<file path="src/rtl/ivc_pkg.sv">
package ivc_pkg;
  localparam logic [15:0] VEC_LO_BASE  = 16'h2000;
  localparam logic [15:0] VEC_HI_BASE  = 16'h2030;
  localparam logic [15:0] VEC_PTS_BASE = 16'h2040;
  localparam logic [15:0] VEC_UNIMPL   = 16'h2012;
  localparam logic [15:0] VEC_TRAP     = 16'h2010;

  localparam int SRC_SER_COMB = 6;
  localparam int SRC_SER_TX   = 8;
  localparam int SRC_SER_RX   = 9;

  typedef enum logic [2:0] {
    WIN_NONE, WIN_UNIMPL, WIN_TRAP, WIN_NMI, WIN_PTS, WIN_STD
  } win_kind_e;

  function automatic logic [15:0] std_vec(input logic [15:0] n);
    if (n < 16'd8) return VEC_LO_BASE + (n << 1);
    return VEC_HI_BASE + ((n - 16'd8) << 1);
  endfunction

  function automatic logic [15:0] pts_vec(input logic [15:0] n);
    return VEC_PTS_BASE + (n << 1);
  endfunction
endpackage

</file>
<file path="src/rtl/ivc_pend_bank.sv">
module ivc_pend_bank
  import ivc_pkg::*;
#(
  parameter int NSRC = 16,
  parameter int NUMW = 5
) (
  input  logic            clk_i,
  input  logic            rst_ni,
  input  logic [NSRC-1:0] evt_i,
  input  logic            ser_tx_i,
  input  logic            ser_rx_i,
  input  logic            ser_comb_en_i,
  input  logic            unimpl_i,
  input  logic            trap_i,
  input  logic            ack_i,
  input  logic [NUMW-1:0] ack_num_i,
  input  logic [NSRC-1:0] clr_i,
  output logic [NSRC-1:0] pend_o,
  output logic            unimpl_pend_o,
  output logic            trap_pend_o
);
  localparam int NMI_IDX = NSRC - 1;

  logic            nmi_q;
  logic [NSRC-1:0] set_v;
  logic            ack_unimpl, ack_trap;

  always_ff @(posedge clk_i or negedge rst_ni) begin
    if (!rst_ni) nmi_q <= 1'b0;
    else         nmi_q <= evt_i[NMI_IDX];
  end

  // serial flags are routed at capture time by the combined-source enable
  always_comb begin
    set_v          = evt_i;
    set_v[NMI_IDX] = evt_i[NMI_IDX] & ~nmi_q;
    if (ser_comb_en_i) begin
      set_v[SRC_SER_COMB] = evt_i[SRC_SER_COMB] | ser_tx_i | ser_rx_i;
    end else begin
      set_v[SRC_SER_TX] = evt_i[SRC_SER_TX] | ser_tx_i;
      set_v[SRC_SER_RX] = evt_i[SRC_SER_RX] | ser_rx_i;
    end
  end

  for (genvar i = 0; i < NSRC; i++) begin : g_bit
    logic ack_hit;
    assign ack_hit = ack_i && (ack_num_i == NUMW'(i));
    always_ff @(posedge clk_i or negedge rst_ni) begin
      if (!rst_ni) pend_o[i] <= 1'b0;
      else         pend_o[i] <= set_v[i] | (pend_o[i] & ~ack_hit & ~clr_i[i]);
    end
  end

  assign ack_unimpl = ack_i && (ack_num_i == NUMW'(NSRC));
  assign ack_trap   = ack_i && (ack_num_i == NUMW'(NSRC + 1));

  always_ff @(posedge clk_i or negedge rst_ni) begin
    if (!rst_ni) begin
      unimpl_pend_o <= 1'b0;
      trap_pend_o   <= 1'b0;
    end else begin
      unimpl_pend_o <= unimpl_i | (unimpl_pend_o & ~ack_unimpl);
      trap_pend_o   <= trap_i   | (trap_pend_o   & ~ack_trap);
    end
  end
endmodule

</file>
<file path="src/rtl/ivc_prio_pick.sv">
module ivc_prio_pick #(
  parameter int N  = 15,
  parameter int IW = 4
) (
  input  logic [N-1:0]  req_i,
  output logic          any_o,
  output logic [IW-1:0] idx_o
);
  always_comb begin
    any_o = |req_i;
    idx_o = '0;
    for (int i = 0; i < N; i++) begin
      if (req_i[i]) idx_o = IW'(i);
    end
  end
endmodule

</file>
<file path="src/rtl/irq_vector_arbiter.sv">
module irq_vector_arbiter
  import ivc_pkg::*;
#(
  parameter  int NSRC = 16,
  localparam int NUMW = $clog2(NSRC) + 1
) (
  input  logic            clk_i,
  input  logic            rst_ni,
  input  logic [NSRC-1:0] evt_i,
  input  logic            ser_tx_i,
  input  logic            ser_rx_i,
  input  logic            unimpl_i,
  input  logic            trap_i,
  input  logic [NSRC-2:0] mask_i,
  input  logic [NSRC-2:0] pts_sel_i,
  input  logic            glb_en_i,
  input  logic            ack_i,
  input  logic [NUMW-1:0] ack_num_i,
  input  logic [NSRC-1:0] pend_clr_i,
  output logic            req_o,
  output logic [NUMW-1:0] num_o,
  output logic [15:0]     vec_o,
  output logic            pts_o,
  output logic [NSRC-1:0] pend_o
);
  localparam int NMSK = NSRC - 1;
  localparam int IW   = $clog2(NSRC);

  logic            unimpl_pend, trap_pend;
  logic [NMSK-1:0] elig, pts_req, std_req;
  logic            pts_any, std_any;
  logic [IW-1:0]   pts_idx, std_idx;
  win_kind_e       kind;
  logic [NUMW-1:0] num_d;
  logic [15:0]     vec_d;

  ivc_pend_bank #(.NSRC(NSRC), .NUMW(NUMW)) u_pend (
    .clk_i         (clk_i),
    .rst_ni        (rst_ni),
    .evt_i         (evt_i),
    .ser_tx_i      (ser_tx_i),
    .ser_rx_i      (ser_rx_i),
    .ser_comb_en_i (mask_i[SRC_SER_COMB]),
    .unimpl_i      (unimpl_i),
    .trap_i        (trap_i),
    .ack_i         (ack_i),
    .ack_num_i     (ack_num_i),
    .clr_i         (pend_clr_i),
    .pend_o        (pend_o),
    .unimpl_pend_o (unimpl_pend),
    .trap_pend_o   (trap_pend)
  );

  assign elig    = pend_o[NMSK-1:0] & mask_i & {NMSK{glb_en_i}};
  assign pts_req = elig & pts_sel_i;
  assign std_req = elig & ~pts_sel_i;

  ivc_prio_pick #(.N(NMSK), .IW(IW)) u_pick_pts (
    .req_i (pts_req), .any_o (pts_any), .idx_o (pts_idx)
  );

  ivc_prio_pick #(.N(NMSK), .IW(IW)) u_pick_std (
    .req_i (std_req), .any_o (std_any), .idx_o (std_idx)
  );

  always_comb begin
    if (unimpl_pend)         kind = WIN_UNIMPL;
    else if (trap_pend)      kind = WIN_TRAP;
    else if (pend_o[NSRC-1]) kind = WIN_NMI;
    else if (pts_any)        kind = WIN_PTS;
    else if (std_any)        kind = WIN_STD;
    else                     kind = WIN_NONE;
  end

  always_comb begin
    num_d = '0;
    vec_d = '0;
    unique case (kind)
      WIN_UNIMPL: begin num_d = NUMW'(NSRC);     vec_d = VEC_UNIMPL; end
      WIN_TRAP:   begin num_d = NUMW'(NSRC + 1); vec_d = VEC_TRAP;   end
      WIN_NMI:    begin num_d = NUMW'(NSRC - 1); vec_d = std_vec(16'(NSRC - 1)); end
      WIN_PTS:    begin num_d = NUMW'(pts_idx);  vec_d = pts_vec(16'(pts_idx)); end
      WIN_STD:    begin num_d = NUMW'(std_idx);  vec_d = std_vec(16'(std_idx)); end
      default:    begin num_d = '0;              vec_d = '0; end
    endcase
  end

  always_ff @(posedge clk_i or negedge rst_ni) begin
    if (!rst_ni) begin
      req_o <= 1'b0;
      num_o <= '0;
      vec_o <= '0;
      pts_o <= 1'b0;
    end else begin
      req_o <= (kind != WIN_NONE);
      num_o <= num_d;
      vec_o <= vec_d;
      pts_o <= (kind == WIN_PTS);
    end
  end
endmodule

</file>
<file path="config.mk">
export PLATFORM = sky130hd
export DESIGN_NAME = irq_vector_arbiter
export DESIGN_NICKNAME = d
export VERILOG_FILES = /design/src/rtl/ivc_pkg.sv /design/src/rtl/ivc_pend_bank.sv /design/src/rtl/ivc_prio_pick.sv /design/src/rtl/irq_vector_arbiter.sv
export SDC_FILE = /design/constraint.sdc
export NUM_CORES = 1
export LEC_CHECK = 0
export ABC_CLOCK_PERIOD_IN_PS = 1700
export BUFFER_PORTS_ARGS = -buffer_cell sky130_fd_sc_hd__buf_2
export CAP_MARGIN = 20
export CORE_ASPECT_RATIO = 2
export CORE_MARGIN = 3
export CORE_UTILIZATION = 45
export CTS_CLUSTER_DIAMETER = 120
export DETAILED_ROUTE_END_ITERATION = 7
export PLACE_DENSITY_LB_ADDON = 0.12
export RECOVER_POWER = 25
export SETUP_SLACK_MARGIN = 0.02
export SLEW_MARGIN = 20
export SYNTH_ARGS = -nofsm -noshare
export SYNTH_HDL_FRONTEND = slang
export SYNTH_SLANG_ARGS = --single-unit
</file>
<file path="constraint.sdc">
create_clock -name clk_i -period 1.7 [get_ports clk_i]
set_input_delay 0.085 -clock clk_i [delete_from_list [all_inputs] [get_ports clk_i]]
set_output_delay 0.085 -clock clk_i [all_outputs]
set_load 0.03 [all_outputs]
</file>
==> impl_metrics.ini <==
[power_and_ir_drop]
power.combinational.fraction_pct = 28.1
ir_drop_mv = 0.7508
cellLeakagePower_nw = 1.452
p_sw_mw = 0.6246
power.share.switching_pct = 30.99
internal_mw = 1.391
seqPwrFrac_pct = 40.0
power_density_nw_per_um2 = 646.9
clock_power_share_pct = 31.9

[synth]
synthArstFlopShare_pct = 100.0
yosysUniqueCellTypes = 40
synthXorXnorAreaFrac_pct = 0
synth_compound_area_share_pct = 15.50
synth_simple_gate_area_share_pct = 37.35
ys_seq_elements = 31
synth-warning-count = 0
synth-adder-area-share_pct = 0
post_synth_mux_area_share_pct = 0
synth-seq-area-share_pct = 37.53
synthCells = 221
dominant_combinational_cell_family_by_area_after_synthesis = simple AND/OR/NAND/NOR gates
syn_avg_cell_area_um2 = 9.353
synth_edf_count = 0
synth-main-ff-cell = sky130_fd_sc_hd__dfrtp_1
post_synthesis_instance_area_um2 = 2067

[critical_path]
worst-setup-path-type = register to register
setup.reg_to_reg.worst_slack_ps = -10
r2r_cells = 7
critPathMaxStageDelay_ps = 430
crit_path_top_delay_cell = sky130_fd_sc_hd__dfrtp_1
worst_path_required_time_ps = 1890
rr_endpoint = num_o[0]
arrival_ps = 1900
critical_path.startpoint = u_pend.pend_o[13]
worstSetupEndpointType = register
timing.critical_path.fanout_max = 4
start_kind = register
reg2reg_from = u_pend.pend_o[13]
cell_by_cell_listing_of_the_critical_path = buf_6 > nand4_4 > nand4_1 > nor4_4 > and2b_1 > nand3_2 > o211ai_1

[sta]
holdWs_ps = 8.272
final-hold-violation-count = 0
timing.final.setup_violations = 1
final_period_minus_worst_setup_slack_ps = 1712
grt_setup_unrepaired = yes
timing.fmax_mhz = 584.1
fin_ws_ps = -11.91
final-max-slew-violation-count = 0
worst_pin_slew_ps = 724.0
layout_worst_path_cycle_share_pct = 100.7
slew-limit-headroom_pct = 51.74
final.setup_skew_ps = 6.467

[run_status]
run_status = finished, violations left
violations = negative setup slack

[hold_path]
worst_hold_startpoint = evt_i[1]
worst_hold_endpoint = u_pend.pend_o[1]
worstHoldPathType = primary input to register
min_path_cells = 2

[final_layout]
antennaDiodeCount = 0
post_route_cells_drive_above_1_share_pct = 43.70
layout-area-overhead-vs-synth_pct = 50.73
final_net_count = 447
layout.cell_area.non_filler_um2 = 3115
n_fill_cell = 365

[floorplan]
placement_rows = 34
die-area_um2 = 5492
ios = 114
die-height_um = 101.8
die_width_um = 53.93
initial_utilization_pct = 47.17
coreArea_um2 = 4382

[cts]
worst_skew_pair.late_latency_ps = 280
clkSlewWorstSetupHoldPaths_ps = 70
numClockSinks = 31
tritoncts.num_buffers = 5
clk_path_buf_depth = 2
root_buffer = sky130_fd_sc_hd__clkbuf_8
cts_tree = done
cts_max_level = 2

[place]
estimated_wirelength_of_the_detail_placed_design_mm = 5.462
place.port_buffers = 104
dp_slack_ps = -26.96
globalplace.congestion = 0.8739
dpl-instance-area_um2 = 2693

[detailed_routing]
drc_errors = 0
drt-initial-drc-count = 53
routed_wl_mm = 6.872
route.antenna.remaining_nets = 0
dr.pass1.iters = 4
routedWlPerCell_um = 16.09
drt_via_density = 5.471
routed-via-count = 2336

[global_routing]
first_global_vias = 2337
grt_util_all_layers_pct = 26.27
grt_antenna_before_repair = 0
grt_first_pass_wirelength_mm = 10.49
grt_max_degree = 32
grt_overflow_total = 0

[run]
max_cap_violation_count = 0
cells by family (layout without fill, tap and decap cells):
family                 after synthesis  in the layout
AO/OA/AOI/OAI                       43             43
buffers and inverters               36            180
flip-flops                          31             31
other                                1              9
AND/OR/NAND/NOR                    110            110
state kept, by name, summed over array words and instances (netlist names):
name	cells
u_pend.pend_o	16
num_o	5
vec_o	5
pts_o	1
req_o	1
u_pend.nmi_q	1
u_pend.trap_pend_o	1
u_pend.unimpl_pend_o	1
worst max path at each step:
stage	endpoint	slack (ps)	cells after the start
after global placement	vec_o[1]	20	7
after global routing	num_o[0]	-80	6
after CTS	num_o[0]	40	6
after detailed placement	num_o[0]	-30	8
final	num_o[0]	-10	7
after floorplan	vec_o[1]	30	6
cell usage after synthesis, drive strengths merged (2+ instances only):
| library cell | instances | area share, % |
|---|---|---|
| o211ai | 5 | 1.8 |
| nand2 | 24 | 4.4 |
| dfrtp | 31 | 38 |
| a31o | 14 | 5.9 |
| a21oi | 4 | 0.97 |
| buf | 14 | 5.4 |
| o2111ai | 3 | 1.9 |
| nand4b | 14 | 6.2 |
| nor3b | 2 | 0.73 |
| a21o | 2 | 0.73 |
| nand2b | 4 | 1.2 |
| inv | 21 | 3.8 |
| nand4 | 21 | 10 |
| nor2b | 5 | 1.5 |
| nor2 | 7 | 1.3 |
| o21ai | 10 | 2.4 |
| a31oi | 2 | 0.61 |
| nand3b | 6 | 2.2 |
| nor4 | 3 | 2.7 |
| nor3 | 6 | 1.7 |
| nand3 | 13 | 3.4 |
cells in the final DEF, fill, tap and decap left out, types with 11 or more instances in the layout:
cell type	count
sky130_fd_sc_hd__nand4_1	11
sky130_fd_sc_hd__dfrtp_1	25
sky130_fd_sc_hd__a31o_2	13
sky130_fd_sc_hd__inv_1	21
sky130_fd_sc_hd__dlygate4sd3_1	18
sky130_fd_sc_hd__nand4b_1	13
sky130_fd_sc_hd__nand2_1	24
sky130_fd_sc_hd__buf_2	87
sky130_fd_sc_hd__buf_4	27
sky130_fd_sc_hd__clkbuf_1	19
worst max-delay path, delay by kind of cell, from the launching register on:
kind / cells / cell delay, ps
simple gates: 5 / 940
flops: 1 / 430
buf+inv: 1 / 140
compound gates: 1 / 110
per-layer routing:
layer	GRT usage [%]	part of all wire, %	wire length (um)
met2	49.63	59	4082
met4	13.98	4.0	278
met5	0	0	0
met3	4.672	4.8	331
met1	24.93	32	2179
power by group through the flow:
stage,sequential [mW],clock [mW],combinational [mW]
floorplan,0.864,0,0.238
global placement,0.815,0,0.484
detailed placement,0.816,0,0.490
CTS,0.802,0.657,0.531
global route,0.809,0.679,0.615
finish,0.805,0.643,0.567
cell type report:
| cell class | count | area, um^2 | share of cell area [%] |
|---|---|---|---|
| multi-input cells | 162 | 1189 | 38.15 |
| inverters | 21 | 78.83 | 2.530 |
| flip-flops and latches | 31 | 783.3 | 25.14 |
| well taps | 54 | 67.56 | 2.169 |
| repair buffers | 151 | 897.1 | 28.80 |
| clock buffers | 8 | 100.1 | 3.213 |
through the flow:
stage / TNS (ps) / std cells / total power, mW / util, %
after floorplan: 0 / 229 / 1.103 / -
after global placement: 0 / 388 / 1.298 / 61.45
after detailed placement: -50.68 / 388 / 1.305 / 61.45
after CTS: 0 / 417 / 1.990 / 68.36
after global routing: -219.6 / 427 / 2.103 / 71.10
final: -11.91 / 427 / 2.015 / 71.10
what timing repair did:
item	in CTS	in global routing
pin swaps	3	16
hold buffers	18	0
cloned	0	0
hold endpoints to repair	48	0
endpoints found under the setup margin	3	7
gates resized for setup	0	16
buffers inserted	3	10
Note: power is estimated with default switching activity, not from simulation.
